==> config.mk <==
export PLATFORM = sky130hd
export DESIGN_NAME = atm_tcell_gen
export DESIGN_NICKNAME = d
export VERILOG_FILES = /design/src/rtl/tcg_pkg.sv /design/src/rtl/tcg_prbs.sv /design/src/rtl/tcg_regs.sv /design/src/rtl/tcg_seq.sv /design/src/rtl/atm_tcell_gen.sv
export SDC_FILE = /design/constraint.sdc
export NUM_CORES = 1
export LEC_CHECK = 0
export CORE_AREA = 3 3 108 136
export CTS_CLUSTER_DIAMETER = 150
export CTS_CLUSTER_SIZE = 28
export DETAILED_ROUTE_END_ITERATION = 8
export DIE_AREA = 0 0 111 139
export PLACE_DENSITY_LB_ADDON = 0.05
export SLEW_MARGIN = 5
export SYNTH_ARGS = -nofsm -noshare
export SYNTH_HDL_FRONTEND = slang
export SYNTH_SLANG_ARGS = --single-unit
==> constraint.sdc <==
create_clock -name clk -period 8.25 [get_ports clk]
set_clock_uncertainty 0.1 [all_clocks]
set_input_delay 2.475 -clock clk [delete_from_list [all_inputs] [get_ports clk]]
set_output_delay 2.475 -clock clk [all_outputs]
set_load 0.02 [all_outputs]
==> src/rtl/tcg_pkg.sv <==
package tcg_pkg;
  localparam int HDR_BYTES = 4;
  typedef logic [HDR_BYTES-1:0][7:0] hdr_t;

  // Header check: CRC-8 (x^8+x^2+x+1), MSB first, byte 0 first, then coset XOR
  function automatic logic [7:0] hec_of(hdr_t h, logic [7:0] coset);
    logic [7:0] c;
    logic       fb;
    c = 8'h00;
    for (int b = 0; b < HDR_BYTES; b++) begin
      for (int k = 7; k >= 0; k--) begin
        fb = c[7] ^ h[b][k];
        c  = {c[6:0], 1'b0};
        if (fb) c = c ^ 8'h07;
      end
    end
    return c ^ coset;
  endfunction

  // Advance the x^15+x^14+1 register by eight steps
  function automatic logic [14:0] prbs_adv8(logic [14:0] s);
    logic [14:0] t;
    t = s;
    for (int i = 0; i < 8; i++) t = {t[13:0], t[14] ^ t[13]};
    return t;
  endfunction
endpackage

==> src/rtl/tcg_prbs.sv <==
module tcg_prbs #(
  parameter logic [14:0] SEED = 15'h7FFF
) (
  input  logic       clk,
  input  logic       rst_n,
  input  logic       adv,
  output logic [7:0] byte_o
);
  logic [14:0] st, nxt;

  assign nxt    = tcg_pkg::prbs_adv8(st);
  assign byte_o = nxt[7:0];

  always_ff @(posedge clk) begin
    if (!rst_n)   st <= SEED;
    else if (adv) st <= nxt;
  end

  // the generator never locks up in the all-zero state
  a_r3_lfsr_nonzero: assert property (@(posedge clk) disable iff (!rst_n) st != '0);
  // state only moves when a payload byte is taken
  a_r8_prbs_hold: assert property (@(posedge clk) disable iff (!rst_n) !adv |=> $stable(st));
endmodule

==> src/rtl/tcg_regs.sv <==
module tcg_regs (
  input  logic              clk,
  input  logic              rst_n,
  input  logic              we,
  input  logic [2:0]        addr,
  input  logic [7:0]        wdata,
  output tcg_pkg::hdr_t     hdr,
  output logic              cont_en,
  output logic              start_pulse
);
  localparam logic [2:0] CTRL_ADDR = 3'd4;
  logic start_bit;

  always_ff @(posedge clk) begin
    if (!rst_n) begin
      hdr         <= '0;
      cont_en     <= 1'b0;
      start_bit   <= 1'b0;
      start_pulse <= 1'b0;
    end else begin
      start_pulse <= 1'b0;
      if (we) begin
        if (addr < CTRL_ADDR) hdr[addr[1:0]] <= wdata;
        else if (addr == CTRL_ADDR) begin
          cont_en     <= wdata[0];
          start_bit   <= wdata[1];
          start_pulse <= wdata[1] & ~start_bit;
        end
      end
    end
  end

  // a trigger pulse lasts exactly one cycle
  a_r5_pulse_single: assert property (@(posedge clk) disable iff (!rst_n) start_pulse |=> !start_pulse);
endmodule

==> src/rtl/tcg_seq.sv <==
module tcg_seq #(
  parameter int CELL_BYTES = 53,
  localparam int CW = $clog2(CELL_BYTES)
) (
  input  logic          clk,
  input  logic          rst_n,
  input  logic          cont_en,
  input  logic          start_pulse,
  input  logic          fifo_full,
  output logic          running,
  output logic [CW-1:0] cnt,
  output logic          take,
  output logic          cell_done,
  output logic          launch
);
  localparam logic [CW-1:0] LAST = CW'(CELL_BYTES - 1);
  logic idle_launch;

  assign take        = running && !fifo_full;
  assign cell_done   = take && (cnt == LAST);
  assign idle_launch = !running && (cont_en || start_pulse);
  assign launch      = idle_launch || (cell_done && cont_en);

  always_ff @(posedge clk) begin
    if (!rst_n) begin
      running <= 1'b0;
      cnt     <= '0;
    end else if (idle_launch) begin
      running <= 1'b1;
      cnt     <= '0;
    end else if (take) begin
      cnt <= cell_done ? '0 : cnt + 1'b1;
      if (cell_done) running <= cont_en;
    end
  end

  // the byte index stays inside one cell
  a_r4_cnt_range: assert property (@(posedge clk) disable iff (!rst_n) cnt <= LAST);
  // an idle trigger starts a cell on the next clock
  a_r5_launch: assert property (@(posedge clk) disable iff (!rst_n)
    (!running && start_pulse) |=> (running && cnt == '0));
  // with continuous mode off, the last byte ends activity
  a_r7_stop: assert property (@(posedge clk) disable iff (!rst_n)
    (cell_done && !cont_en) |=> !running);
  // with continuous mode on, the next cell starts at once
  a_r6_chain: assert property (@(posedge clk) disable iff (!rst_n)
    (cell_done && cont_en) |=> (running && cnt == '0));
endmodule

==> src/rtl/atm_tcell_gen.sv <==
module atm_tcell_gen #(
  parameter int          PAY_BYTES  = 48,
  parameter logic [7:0]  HEC_COSET  = 8'h55,
  parameter logic [14:0] PRBS_SEED  = 15'h7FFF
) (
  input  logic       clk,
  input  logic       rst_n,
  input  logic       reg_we,
  input  logic [2:0] reg_addr,
  input  logic [7:0] reg_wdata,
  input  logic       fifo_full,
  output logic       fifo_wr,
  output logic [7:0] fifo_data,
  output logic       fifo_soc,
  output logic       busy
);
  localparam int CELL_BYTES = tcg_pkg::HDR_BYTES + 1 + PAY_BYTES;
  localparam int CW = $clog2(CELL_BYTES);
  localparam logic [CW-1:0] HEC_IDX = CW'(tcg_pkg::HDR_BYTES);

  tcg_pkg::hdr_t hdr_reg, hdr_shadow;
  logic          cont_en, start_pulse;
  logic          running, take, cell_done, launch;
  logic [CW-1:0] cnt;
  logic [7:0]    prbs_byte, hec_byte;
  logic          prbs_adv;

  tcg_regs u_regs (
    .clk(clk), .rst_n(rst_n), .we(reg_we), .addr(reg_addr), .wdata(reg_wdata),
    .hdr(hdr_reg), .cont_en(cont_en), .start_pulse(start_pulse)
  );

  tcg_seq #(.CELL_BYTES(CELL_BYTES)) u_seq (
    .clk(clk), .rst_n(rst_n), .cont_en(cont_en), .start_pulse(start_pulse),
    .fifo_full(fifo_full), .running(running), .cnt(cnt), .take(take),
    .cell_done(cell_done), .launch(launch)
  );

  assign prbs_adv = take && (cnt > HEC_IDX);

  tcg_prbs #(.SEED(PRBS_SEED)) u_prbs (
    .clk(clk), .rst_n(rst_n), .adv(prbs_adv), .byte_o(prbs_byte)
  );

  // Header snapshot at every cell start keeps header and check byte coherent
  always_ff @(posedge clk) begin
    if (!rst_n)      hdr_shadow <= '0;
    else if (launch) hdr_shadow <= hdr_reg;
  end

  assign hec_byte = tcg_pkg::hec_of(hdr_shadow, HEC_COSET);

  always_comb begin
    if (cnt < HEC_IDX)       fifo_data = hdr_shadow[cnt[1:0]];
    else if (cnt == HEC_IDX) fifo_data = hec_byte;
    else                     fifo_data = prbs_byte;
  end

  assign fifo_wr  = take;
  assign fifo_soc = running && (cnt == '0);
  assign busy     = running;

  // nothing is written into a full FIFO
  a_r8_no_write_when_full: assert property (@(posedge clk) disable iff (!rst_n)
    fifo_full |-> !fifo_wr);
  // a stalled byte is presented unchanged on the next clock
  a_r8_hold_data: assert property (@(posedge clk) disable iff (!rst_n)
    (running && fifo_full) |=> ($stable(fifo_data) && $stable(fifo_soc)));
  // the snapshot only changes when a new cell starts
  a_r10_snapshot: assert property (@(posedge clk) disable iff (!rst_n)
    !launch |=> $stable(hdr_shadow));
  // the marker appears only while a cell is in progress
  a_r4_soc_busy: assert property (@(posedge clk) disable iff (!rst_n)
    fifo_soc |-> busy);
endmodule

**Word-level counts from Yosys, hierarchy flattened**

Cells that the tools add are included.

- $add $sub $neg: 1
- Magnitude comparators: 6
- Equal/unequal tests: 3
- Muxes and demuxes: 43
- Bitwise logic cells: 77
- Reduce and logical (&&, ||, !) cells: 19

Operators with widths:

| operator | count |
|---|---|
| 3-bit two-way mux | 32 |
| 3-bit inverter | 31 |
| 1-bit XOR | 34 |
| 32-bit bitwise mux | 1 |
| 8-bit two-way mux | 4 |
| 8-bit binary-select mux with 2-bit select | 1 |
| 8-bit demux with 2-bit select | 1 |
| 1-bit logical AND | 7 |
| 6-bit by 1-bit adder with 6-bit output (second input constant) | 1 |
| 6-bit by 3-bit == test with 1-bit output (second input constant) | 1 |
| 6-bit == test (second input constant) | 1 |
| 6-bit by 3-bit greater-than comparator with 1-bit output (second input constant) | 1 |
| 6-bit logical NOT | 1 |
| 2-bit by 3-bit less-than comparator with 1-bit output (second input constant) | 2 |
| 6-bit by 3-bit less-than comparator with 1-bit output (second input constant) | 1 |
| 6-bit two-way mux | 1 |
| 1-bit inverter | 5 |
| 1-bit XOR (first input constant) | 5 |
| 4-bit inverter | 1 |
| 2-bit AND reduction | 2 |
| 2-bit nonzero test | 2 |
| 4-bit OR reduction | 1 |
| 3-bit == test (second input constant) | 1 |
| 3-bit less-than comparator (second input constant) | 1 |
| 7 further kinds | 11 |

- Register bits: 89
- Bits of input ports: 15

**Longest topological paths before layout**

- Word-level depth: 66
- Depth in mapped cells: 11
- Gate-level depth less buffers: 9

**Hierarchy**

Synthesis repeated with hierarchy kept, for this count alone.

- Cells, all modules: 435
- Area total of the unflattened synthesis: 4765.8 µm²

By module, submodules not included:

| module | instances | cells an instance | area an instance (µm²) |
|---|---|---|---|
| atm_tcell_gen | 1 | 206 | 2457.4 |
| tcg_regs | 1 | 126 | 1307.5 |
| tcg_prbs | 1 | 57 | 615.6 |
| tcg_seq | 1 | 46 | 385.4 |

**Worst setup path after synthesis**

No wires, ideal clock.

- Kind: input-to-output
- Start point: input fifo_full
- End point: output fifo_wr
- Arrival: 2885 ps
- Slack: 2790 ps
- Cell stages on the path: 2
- Path buffers: 0
- Path through: nand2b_1 inv_1

- Cells in the longest elaborated chain, start to end: 2

RTL lines:

| item | line | RTL |
|---|---|---|
| start: declaration | atm_tcell_gen.sv:11 | `input logic fifo_full,` |
| 1-bit logical NOT | tcg_seq.sv:19 | `assign take = running && !fifo_full;` |
| 1-bit logical AND | tcg_seq.sv:19 |  |
| end: declaration | atm_tcell_gen.sv:12 | `output logic fifo_wr,` |

No other way between the ends.

**Worst setup path in the final report**

Ends and elaborated chain as after synthesis.

==> results.txt <==
The period utilization is 78.7%. STA classifies the critical path endpoint as a primary output. The antenna diode count is 0.

The number of ports placed on the die boundary came out at 26. TritonCTS built the clock tree. The standby leakage power is 1.93 nW.

The root buffer cell is sky130_fd_sc_hd__clkbuf_16. The routed wire length per instance came out at 15.4 um. Synthesis produced 528 cells. The worst hold path belongs to the class flop to flop. The sink count of the clock tree came out at 89. Entering global routing, the biggest net connects 85 pins. The number of distinct library cells after synthesis came out at 45. Summed over all instances, the cell type with the most area after synthesis is sky130_fd_sc_hd__dfxtp_1.

Setup repair after global routing left no endpoint under its margin. The worst pin sits at a relative slew slack of 30.1%. The areal power density over the cells is 162 nW/um^2. The critical path's largest stage delay is 0.65 ns. The first detailed-routing pass took 4 iterations. The setup TNS came out at 0 ns. Among all flip-flop cells after synthesis, the most frequent one is sky130_fd_sc_hd__dfxtp_1. The routability-driven placement congestion ratio came out at 0.819. In this run the worst path has a maximum fanout of 7. The mean instance size in the synthesized netlist came out at 8.94 sq um. The die boundary height came out at 139 um.

The proportion of power drawn by flip-flops and latches is 50.3%. Internal power comes to 0.000660 W. The clock share of power came out at 44.5%. The first global-routing pass estimated 18.2 mm of wire. The share of the Yosys chip area taken by registers is 37.8%.

The minimum clock period after layout came out at 6.49 ns. The post-synthesis async set-or-reset flop share came out at 0%. The initial core utilization is 34.6%. The actual transition at the worst max-transition pin came out at 1.05 ns. The number of global-route vias before repair was 3,248. The number of antenna violations at the first check in global routing is 0. In the post-synthesis netlist, the cell with the most instances is sky130_fd_sc_hd__nand2_1.

The wire length reported by the detailed router came out at 11.1 mm. The hold-fix buffer count after cts came out at 0. In this run, synthesis produced a sequential element count of 89.

OpenSTA, run right after detailed placement, puts the worst setup slack at 1.76 ns. The setup violation total in the final timing report came out at 0. The horizontal die dimension is 111 um. Broken down by cell family, the worst path's largest delay share belongs to buffers and inverters. The max-slew violation total from the final report came out at 0. Combinational cells account for 5.1% of the total power. The number of buffers and inverters on the critical path came out at 3. Synthesis produced a netlist with a net count of 545.

The number of levels in the clock H-tree came out at 3. The signed area change from the synthesized netlist to the final layout is 13.2%. The total grt overflow came out at 0. The clock tree buffer depth is 2. The required time reported for the critical path endpoint is 5.68 ns. The total of max-cap violations came out at 0.

After the first detailed-routing iteration, the DRC count stood at 135. The post-CTS setup buffer count is 0. The cell area after synthesis came out at 4720 sq um.

In this design, the critical path's most frequently occurring cell is sky130_fd_sc_hd__clkdlybuf4s50_1. In the final layout, the share of cells above drive strength 1 is 7.90%. In the post-synthesis netlist, the biggest area contributors are sky130_fd_sc_hd__dfxtp_1 (38%), sky130_fd_sc_hd__nand2_1 (13%), sky130_fd_sc_hd__a21boi_0 (10%). The floorplan step defined a core boundary enclosing 13,600 sq um.

The startpoint type of the worst setup path is a primary input. The endpoint arrival time on the critical path is 3.91 ns. The count of input and output buffers came out at 25. The number of enable-type register cells in the synthesized netlist is 0. The flow ran to the end, and the final reports show no timing, DRC or antenna violations. Post-CTS repair changed the size of 0 cells.

The warning count from the yosys run is 0. Clock-pin slew was measured on the worst setup and hold paths at 0.07 ns. For this run, design rule violations remaining after detail routing come to 0. Summed over all nets, the switching power comes to 0.000208 W. The cell with the largest stage delay on the worst path is sky130_fd_sc_hd__clkdlybuf4s50_1. The largest vdd supply drop is 0.0934 mV. The final antenna-violating net count came out at 0. The startpoint-to-endpoint class of the critical path is primary input to primary output. The floorplan step defined a die boundary enclosing 15,400 sq um. Traced cell by cell, the critical path runs through clkdlybuf4s50_1 -> nand2b_1 -> inv_1 -> clkdlybuf4s50_1. The maximum clock frequency came out at 154 MHz. The switching portion of total power is 24.0%. The sum of net half-perimeters after detailed placement came out at 8.25 mm. The fraction of synthesized cell area taken by the top area cell type is 37.8%.

Global routing used 14.8% of the available tracks. By count the netlist is led by sky130_fd_sc_hd__nand2_1 (161), sky130_fd_sc_hd__dfxtp_1 (89), sky130_fd_sc_hd__a21boi_0 (64), sky130_fd_sc_hd__xnor2_1 (46), sky130_fd_sc_hd__clkbuf_1 (23). The setup slack after layout came out at 1.76 ns. The number of hold-slack violations in the final timing report was 0.

The total design power is 0.000868 W. The total number of vias came out at 3,393. Using the TritonRoute via totals, the vias-per-cell ratio works out to 4.72. The floorplan has 48 rows.

The number of nets in the finished design is 556. The total clock buffers created by CTS is 9. The clock latency of the later-clocked register in the worst-skew pair is 0.34 ns.
logic make-up after synthesis:
logic type      synth area share, %
compound gates                 13.9
xor+xnor                       20.9
fa+ha+maj                     0.530
buf+inv                        3.16
flops                          37.8
mux                            4.38
simple gates                   19.3
cells in the final DEF (no fill, tap or decap), types with 3 or more instances in the layout:
cell type and n:
sky130_fd_sc_hd__xnor2_2 5, sky130_fd_sc_hd__a21oi_1 8, sky130_fd_sc_hd__mux4_2 6, sky130_fd_sc_hd__and3_1 4
sky130_fd_sc_hd__nor2b_1 5, sky130_fd_sc_hd__dfxtp_1 89, sky130_fd_sc_hd__nand2_1 161, sky130_fd_sc_hd__xor2_1 17
sky130_fd_sc_hd__clkbuf_16 9, sky130_fd_sc_hd__o21ai_0 8, sky130_fd_sc_hd__xnor3_1 9, sky130_fd_sc_hd__o211ai_1 6
sky130_fd_sc_hd__xnor2_1 46, sky130_fd_sc_hd__buf_4 3, sky130_fd_sc_hd__clkdlybuf4s50_1 24, sky130_fd_sc_hd__nor3_1 3
sky130_fd_sc_hd__inv_1 3, sky130_fd_sc_hd__nor2_1 19, sky130_fd_sc_hd__a21boi_0 64, sky130_fd_sc_hd__xor2_2 3
sky130_fd_sc_hd__nand3_1 14
metrics by stage:
| stage | util, % | cells | hold WS [ns] | area (sq um) |
|---|---|---|---|---|
| 2_1_floorplan | - | 528 | 0.340 | 4720 |
| 3_3_place_gp | 37.2 | 703 | 0.348 | 5070 |
| 3_5_place_dp | 37.2 | 703 | 0.353 | 5070 |
| 4_1_cts | 39.2 | 719 | 0.369 | 5340 |
| 5_1_grt | 39.2 | 719 | 0.387 | 5340 |
| 6_report | 39.2 | 719 | 0.363 | 5340 |
layer usage:
metal	vias to the layer above	share of wire [%]	routed length (um)	global-route usage (%)
li1	1778	-	-	-
met1	1563	47	5200	19.5
met2	46	50	5500	25.1
met3	6	2.6	286	2.49
met4	0	0.93	103	4.09
met5	-	0	0	0
final cells by class:
class                      instances  area, sq um
clock buffer                      10          229
fill                            1364         8290
inverter                           3         11.3
clock inverter                     6         42.5
timing repair buffer              28          268
tap                              175          219
multi-input combinational        408         2790
sequential                        89         1780
tightest hold or removal path: stages (launching register included):
cell and delay (ns):
sky130_fd_sc_hd__dfxtp_1 0.31, sky130_fd_sc_hd__nand2_1 0.04, sky130_fd_sc_hd__a21boi_0 0.06
final timing paths:
| path | start | to | slack [ns] | cells after the start |
|---|---|---|---|---|
| worst max-delay path | fifo_full | fifo_wr | 1.76 | 4 |
| worst min-delay path | u_regs.hdr[22] | u_regs.hdr[22] | 0.36 | 2 |
| worst max register to register | u_seq.cnt[0] | hdr_shadow[9] | 5.15 | 8 |
| worst min register to register | u_regs.hdr[22] | u_regs.hdr[22] | 0.36 | 2 |
power by group through the flow:
stage | Sequential [W] | Combinational, W | Clock, W
after floorplan | 0.000445 | 0.0000283 | 0
after global placement | 0.000447 | 0.0000451 | 0
after detailed placement | 0.000447 | 0.0000453 | 0
after CTS | 0.000437 | 0.0000454 | 0.000400
after global routing | 0.000437 | 0.0000493 | 0.000420
final | 0.000437 | 0.0000445 | 0.000387
No activity file was read; power rests on OpenSTA's default activity.
